File: src/rtl/cmpTimerPkg.sv
`timescale 1ns/1ps
package cmpTimerPkg;
  // Source select codes the core responds to; all others stop the count.
  localparam logic [2:0] SRC_BUS  = 3'b001;
  localparam logic [2:0] SRC_SLOW = 3'b100;

  // Strobes from control to datapath.
  typedef struct packed {
    logic step;    // advance the count this cycle
    logic toZero;  // the advance returns the count to zero (restart mode)
  } cntCmdT;
endpackage

File: src/rtl/cmpTimerCtrl.sv
`timescale 1ns/1ps
module cmpTimerCtrl
  import cmpTimerPkg::*;
#(
  parameter int PS_W = 12
) (
  input  logic            clk,
  input  logic            rstN,
  input  logic            enable,
  input  logic            freeRun,
  input  logic [2:0]      srcSel,
  input  logic            busTick,
  input  logic            slowTick,
  input  logic [PS_W-1:0] prescale,
  input  logic            prescaleWr,
  input  logic            atPeriod,
  output cntCmdT          cmd
);
  logic            srcTick;
  logic            tickEn;
  logic            psDone;
  logic [PS_W-1:0] psCnt;

  always_comb begin
    unique case (srcSel)
      SRC_BUS:  srcTick = busTick;
      SRC_SLOW: srcTick = slowTick;
      default:  srcTick = 1'b0;
    endcase
  end

  assign tickEn = enable && srcTick && !prescaleWr;
  assign psDone = (psCnt >= prescale);

  always_ff @(posedge clk) begin
    if (!rstN)           psCnt <= '0;
    else if (prescaleWr) psCnt <= '0;
    else if (tickEn)     psCnt <= psDone ? '0 : psCnt + 1'b1;
  end

  always_comb begin
    cmd.step   = tickEn && psDone;
    cmd.toZero = tickEn && psDone && !freeRun && atPeriod;
  end
endmodule

File: src/rtl/cmpTimerDatapath.sv
`timescale 1ns/1ps
module cmpTimerDatapath
  import cmpTimerPkg::*;
#(
  parameter int CNT_W   = 32,
  parameter int NUM_CMP = 3
) (
  input  logic                     clk,
  input  logic                     rstN,
  input  logic                     enable,
  input  cntCmdT                   cmd,
  input  logic [NUM_CMP*CNT_W-1:0] cmpVal,
  input  logic [NUM_CMP:0]         intEn,
  input  logic [NUM_CMP:0]         flagClr,
  output logic [CNT_W-1:0]         count,
  output logic [NUM_CMP:0]         flags,
  output logic                     irq,
  output logic                     atPeriod
);
  localparam int FLAG_W = NUM_CMP + 1;
  localparam logic [CNT_W-1:0] CNT_MAX = '1;

  logic [CNT_W-1:0]  nextCnt;
  logic [FLAG_W-1:0] hitVec;

  assign nextCnt  = cmd.toZero ? '0 : count + 1'b1;
  assign atPeriod = (count == cmpVal[CNT_W-1:0]);

  for (genvar ch = 0; ch < NUM_CMP; ch++) begin : g_cmp
    assign hitVec[ch] = cmd.step && (nextCnt == cmpVal[ch*CNT_W +: CNT_W]);
  end
  assign hitVec[NUM_CMP] = cmd.step && (count == CNT_MAX);

  always_ff @(posedge clk) begin
    if (!rstN) begin
      count <= '0;
      flags <= '0;
    end else begin
      if (cmd.step) count <= nextCnt;
      flags <= (flags & ~flagClr) | hitVec;
    end
  end

  assign irq = enable && |(flags & intEn);
endmodule

File: src/rtl/cmpTimerCore.sv
`timescale 1ns/1ps
module cmpTimerCore
  import cmpTimerPkg::*;
#(
  parameter int CNT_W   = 32,
  parameter int PS_W    = 12,
  parameter int NUM_CMP = 3
) (
  input  logic                     clk,
  input  logic                     rstN,
  input  logic                     enable,
  input  logic                     freeRun,
  input  logic [2:0]               srcSel,
  input  logic                     busTick,
  input  logic                     slowTick,
  input  logic [PS_W-1:0]          prescale,
  input  logic                     prescaleWr,
  input  logic [NUM_CMP*CNT_W-1:0] cmpVal,
  input  logic [NUM_CMP:0]         intEn,
  input  logic [NUM_CMP:0]         flagClr,
  output logic [CNT_W-1:0]         count,
  output logic [NUM_CMP:0]         flags,
  output logic                     irq
);
  cntCmdT cmd;
  logic   atPeriod;

  cmpTimerCtrl #(.PS_W(PS_W)) u_ctrl (
    .clk(clk), .rstN(rstN), .enable(enable), .freeRun(freeRun),
    .srcSel(srcSel), .busTick(busTick), .slowTick(slowTick),
    .prescale(prescale), .prescaleWr(prescaleWr), .atPeriod(atPeriod),
    .cmd(cmd)
  );

  cmpTimerDatapath #(.CNT_W(CNT_W), .NUM_CMP(NUM_CMP)) u_dp (
    .clk(clk), .rstN(rstN), .enable(enable), .cmd(cmd),
    .cmpVal(cmpVal), .intEn(intEn), .flagClr(flagClr),
    .count(count), .flags(flags), .irq(irq), .atPeriod(atPeriod)
  );
endmodule

File: config.mk
export PLATFORM = sky130hd
export DESIGN_NAME = cmpTimerCore
export DESIGN_NICKNAME = d
export VERILOG_FILES = /design/src/rtl/cmpTimerPkg.sv /design/src/rtl/cmpTimerCtrl.sv /design/src/rtl/cmpTimerDatapath.sv /design/src/rtl/cmpTimerCore.sv
export SDC_FILE = /design/constraint.sdc
export NUM_CORES = 1
export LEC_CHECK = 0
export CAP_MARGIN = 30
export CELL_PAD_IN_SITES_DETAIL_PLACEMENT = 0
export CELL_PAD_IN_SITES_GLOBAL_PLACEMENT = 2
export CORE_ASPECT_RATIO = 2
export CORE_MARGIN = 4
export CORE_UTILIZATION = 23
export CTS_BUF_LIST = sky130_fd_sc_hd__clkbuf_16
export DETAILED_ROUTE_END_ITERATION = 10
export PLACE_DENSITY_LB_ADDON = 0.1
export SLEW_MARGIN = 20
export SYNTH_ARGS = -nofsm -noshare
export SYNTH_HDL_FRONTEND = slang
export SYNTH_SLANG_ARGS = --single-unit
File: constraint.sdc
create_clock -name clk -period 3.7 [get_ports clk]
set_input_delay 0.555 -clock clk [delete_from_list [all_inputs] [get_ports clk]]
set_output_delay 0.555 -clock clk [all_outputs]
set_load 0.05 [all_outputs]
==> Word level (Yosys, flattened, before mapping) <==
Index checks and enable logic that the tools add are counted.
{ "totals": {"register_bits": 48, "wordCells": 35, "output_inout_bits": 37, "inputBits": 126} }
{ "classes": {"addsub": 2, "order_cmp": 1, "mux": 3, "n_eq_ne": 7, "bitwise": 5, "reduce_logical": 14} }
{ "op_table": {"columns": ["op", "count"], "rows": [
  ["equality test 32 bit", 4],
  ["adder 32 x 1 -> 32 bit, second input constant", 1],
  ["equality test 32 bit, second input constant", 1],
  ["two-way mux 32 bit", 1],
  ["adder 12 x 1 -> 12 bit, second input constant", 1],
  ["greater-or-equal comparator 12 bit", 1],
  ["two-way mux 12 bit", 1],
  ["logical AND 1 bit", 10],
  ["bitwise AND 4 bit", 2],
  ["NOT 4 bit", 1],
  ["OR 4 bit", 1],
  ["OR reduction 4 bit", 1],
  ["equality test 3 x 1 -> 1 bit, second input constant", 1],
  ["equality test 3 bit, second input constant", 1],
  ["logical NOT 1 bit", 2],
  ["one-hot mux 1 bit (2 select lines)", 1],
  ["OR reduction 2 bit", 1],
  ["NOT 1 bit", 1]
]} }

==> Depth between registers and ports, before layout <==
{ "logic_depth": {"depth_word": 11, "mapped_depth": 13, "depth_no_buf": 11} }

==> By module <==
Synthesis repeated with hierarchy kept, for this count alone.
{ "hier_totals": {"hier_cells": 709, "area_unflattened_um2": 5358.9} }
{ "by_module_without_submodules": {"columns": ["mod", "area_each_um2", "seq_area_each_um2", "n_inst", "cells_per_inst"], "rows": [
  ["cmpTimerDatapath", 4345.4, 720.7, 1, 581],
  ["cmpTimerCtrl", 1013.5, 240.2, 1, 128]
]} }

==> Worst setup path before layout <==
OpenSTA, ideal clock, no wires.
{ "synth_timing": {"kind": "register -> register", "from": "reg u_dp.count[1]", "to": "reg u_dp.flags[2]", "path_stages_with_launch": 12, "t_arrival_ns": 3.808, "setup_ns": 0.069, "setup_slack_ns": -0.177, "t_required_ns": 3.631, "n_path_buf": 1, "path_cell_list": "dfxtp_1 > ha_1 > clkbuf_1 > nand2_1 > nor4_1 > xnor2_1 > o22ai_1 > or4_1 > or4_1 > o31ai_1 > o2111ai_1 > o21ai_1"} }
{ "synth_between": {"elab_chain_len": 6, "word_cells_on_any_way": 7} }
{ "synth_lines": {"columns": ["element", "line", "rtl"], "rows": [
  ["start: declaration", "cmpTimerDatapath.sv:15", "output logic [CNT_W-1:0] count,"],
  ["start signal: assignment", "cmpTimerDatapath.sv:39", "if (cmd.step) count <= nextCnt;"],
  ["parallel branches: the longest is 2 deep, another holds adder 32 x 1 -> 32 bit", null, null],
  ["two-way mux 32 bit (*)", "cmpTimerDatapath.sv:26", "assign nextCnt = cmd.toZero ? '0 : count + 1'b1;"],
  ["equality test 32 bit (*)", "cmpTimerDatapath.sv:30", "assign hitVec[ch] = cmd.step && (nextCnt == cmpVal[ch*CNT_W +: CNT_W]);"],
  ["logical AND 1 bit (*)", "cmpTimerDatapath.sv:30", null],
  ["OR 4 bit (*)", "cmpTimerDatapath.sv:40", "flags <= (flags & ~flagClr) | hitVec;"],
  ["end signal: assignment", "cmpTimerDatapath.sv:40", null],
  ["end: declaration", "cmpTimerDatapath.sv:16", "output logic [NUM_CMP:0] flags,"]
]} }
Mark *: on every way between the ends.
A chain may end at the register's enable or synchronous reset.

==> Final worst setup path <==
{ "layout_timing": {"from": "reg u_dp.count[3]", "to": "reg u_dp.flags[2]"} }
Same word-level chain as after synthesis.

==> reports/summary.txt <==
Status -> completed
CTS tree -> built
Area Growth Syn to Fin -> 50.1%
Final Hold Fails -> 0
Nets -> 1014
Antenna violations before repair -> 0
Dpl hpwl -> 24.3 mm
Input/output buffers -> 162
Yosys warns -> 0
Congestion Overflow GR -> 0
Async S/R FF share, synth -> 0%
PwrDens -> 181 nW/um2
CORE AREA -> 21100 um2
First-pass GRT wire length -> 42.4 mm
CTS H-tree lvls -> 2
Post-Synthesis Cells -> 679
Row cnt -> 75
Reg-to-reg slack, setup -> 200 ps
Die W -> 112 um
Top cell type's share of synthesized area -> 19.4%
Num ports -> 163
Clk Latency, worst-skew pair -> 310 ps
Synth area leaders -> dfxtp_1, xor2_1, xnor2_1
Switching power -> 0.000354 W
Clk root buf -> clkbuf_16
Initial Util -> 23.4%
Final instance area -> 7430 um2
Worst Skew -> 8.46 ps
P_leak -> 2.67 nW
Vias in the first global route -> 6604
Hold Path Class -> reg2reg
Clk buf depth -> 2
Worst R2R Path Depth -> 10
CP Class -> reg2reg
Average size of a mapped cell -> 7.29 um2
Final setup margin -> 199 ps
Post-synth top cells -> nor2_1, xor2_1, nand2_1
Final setup fails -> 0
Combinational power share -> 21.8%
Top_reg_cell synth -> dfxtp_1
Die Area -> 24100 um2
Gr usage total -> 23.6%
Placed Area -> 7270 um2
Wire per inst -> 25.7 um
Worst Setup Start Kind -> register
Worst slew margin -> 31.1%
Num CTS Buffers -> 5
Layout cells sized above 1 -> 9.97%
Internal -> 0.000994 W
Clock power frac -> 39.9%
Drc violations -> 0
Syn nets -> 819
Largest net degree at the start of global routing -> 40
CP Data Arrival Time -> 3740 ps
Net switching fraction of the power -> 26.2%
Synth Register Bits -> 48
DR iter-0 viols -> 518
Seq/Total Area, Yosys -> 19.4%
Total number of vias -> 6283
Peak Freq -> 0.286 GHz
Ant diodes -> 0
GP Congestion -> 0.940
Critical path fanouts, max -> 6
Cell area after synthesis -> 4950 um2
CP Capture Type -> register
Max-cap violation count -> 0
Worst Tran Pin Value -> 1030 ps
Drt total wl -> 29.4 mm
Worst reg2reg endpoint -> u_dp.flags[2]$_SDFF_PN0_
Worst path required time -> 3940 ps
Drt first pass iters -> 5
Final Max Tran Viols -> 0
Die Ht -> 215 um
EDFF count, synth -> 0
# clock sinks -> 48
Antenna viol nets, final -> 0
Hold Path Depth -> 2
R2R Path Start -> u_dp.count[3]$_SDFFE_PN0P_
Post-synth cell types -> 59
WHS Endpoint -> u_dp.flags[1]$_SDFF_PN0_
Final period util -> 94.6%
Drt via density -> 5.50
Peak VDD IR -> 0.000226 V
RSZ-0062 raised after global routing -> no
Area leader, netlist -> dfxtp_1
Hold_sp -> u_dp.flags[1]$_SDFF_PN0_
Setup_tns -> 0 ps
Reg clk slew, reported paths -> 70 ps
DP Worst Slack -> 33.0 ps
Part of the power in registers -> 38.3%
Filler instances -> 2275
Final worst path period need -> 3500 ps
cell families (layout without fill, tap and decap cells):
| family | Yosys count | in the layout | synth area share (%) |
|---|---|---|---|
| AOI/OAI and AO/OA | 167 | 167 | 22.9 |
| xor gates and xnor gates | 84 | 84 | 15.2 |
| adders and majority gates | 14 | 14 | 3.54 |
| buffers and inverters | 58 | 252 | 4.52 |
| DFF | 48 | 48 | 19.4 |
| muxes | 2 | 2 | 0.404 |
| and+or+nand+nor | 306 | 306 | 34.0 |
what timing repair did:
action | 4_1_cts | 5_1_grt
hold endpoints to repair | 0 | 0
setup endpoints to repair | 0 | 1
resized for setup | 0 | 2
hold buffers | 0 | 0
setup buffers | 0 | 0
cell type report:
type | instances | area [um2] | share of cell area, %
inverters | 20 | 75.1 | 1.01
flip-flops and latches | 48 | 963 | 13.0
clock buffers | 5 | 125 | 1.68
multi-input cells | 573 | 3780 | 50.9
clock inverters | 1 | 30.0 | 0.404
well taps | 269 | 337 | 4.53
repair buffers | 226 | 2120 | 28.5
layer usage:
metal | track usage [%] | up-vias | part of all wire (%)
met5 | 0 | - | 0
met4 | 11.5 | 0 | 5.2
met3 | 3.25 | 60 | 5.2
met2 | 46.3 | 295 | 55
met1 | 23.6 | 2978 | 34
li1 | - | 2950 | -
power groups by stage:
stage	clock (W)	combinational [W]	sequential (W)
5_1_grt	0.000565	0.000310	0.000516
4_1_cts	0.000563	0.000293	0.000516
3_3_place_gp	0	0.000293	0.000528
6_report	0.000538	0.000294	0.000516
2_1_floorplan	0	0.0000674	0.000528
3_5_place_dp	0	0.000291	0.000528
worst max-delay path, cell delays in order, from the launching register on:
cell and delay, ps:
dfxtp_1 490, buf_4 210, nand3_1 130, nor4_2 490
xnor2_1 260, o22ai_1 110, or4_1 530, or4_1 540
o31ai_1 360, o2111ai_1 170, o21ai_1 140
worst max path at each step:
stage,start,to
finish,u_dp.count[3]$_SDFFE_PN0P_,u_dp.flags[2]$_SDFF_PN0_
global placement,prescale[5],u_dp.flags[1]$_SDFF_PN0_
detailed placement,prescale[5],u_dp.flags[1]$_SDFF_PN0_
floorplan,u_dp.count[0]$_SDFFE_PN0P_,u_dp.flags[2]$_SDFF_PN0_
global route,u_dp.count[10]$_SDFFE_PN0P_,u_dp.flags[2]$_SDFF_PN0_
CTS,u_dp.count[5]$_SDFFE_PN0P_,u_dp.flags[2]$_SDFF_PN0_
registers in the layout (all words and copies together), names as in the netlist:
name	count
u_dp.flags	4
u_ctrl.psCnt	12
u_dp.count	32
metrics by stage:
step                      utilization (%)  power, W  cells  hold WS (ps)
after global routing                 35.2   0.00139   1142           576
final                                35.2   0.00135   1142           522
after floorplan                         -  0.000596    679           470
after global placement               34.3  0.000821   1134           512
after detailed placement             34.4  0.000820   1136           515
after CTS                            35.2   0.00137   1142           528
layout by cell type (no fill, tap or decap), types with 4 or more instances in the layout:
cell             instances
nor3b_1                  4
nor2b_1                 10
nor4_1                  29
and3_1                  14
a222oi_1                 7
clkbuf_16                5
nand2_1                 53
inv_1                   20
a22oi_1                 16
o31ai_1                  4
o221ai_1                 7
clkdlybuf4s50_1        162
ha_1                    14
o2111ai_1                4
o32ai_1                  4
nor3_1                  15
nand4_1                 24
buf_4                   62
xnor2_1                 28
or3_1                    4
dfxtp_1                 46
and4_1                   4
a31oi_1                  4
xor2_1                  54
o22ai_1                 18
nor2_1                  54
a21oi_1                 20
nand3b_1                 7
and2_1                  26
o22a_1                   4
o21ai_0                 45
nand4b_1                 4
nand2b_1                 4
nand3_1                 30
a221oi_1                 5
nor4b_1                  4
or4_1                    7
Note: power is estimated with default switching activity, not from simulation.
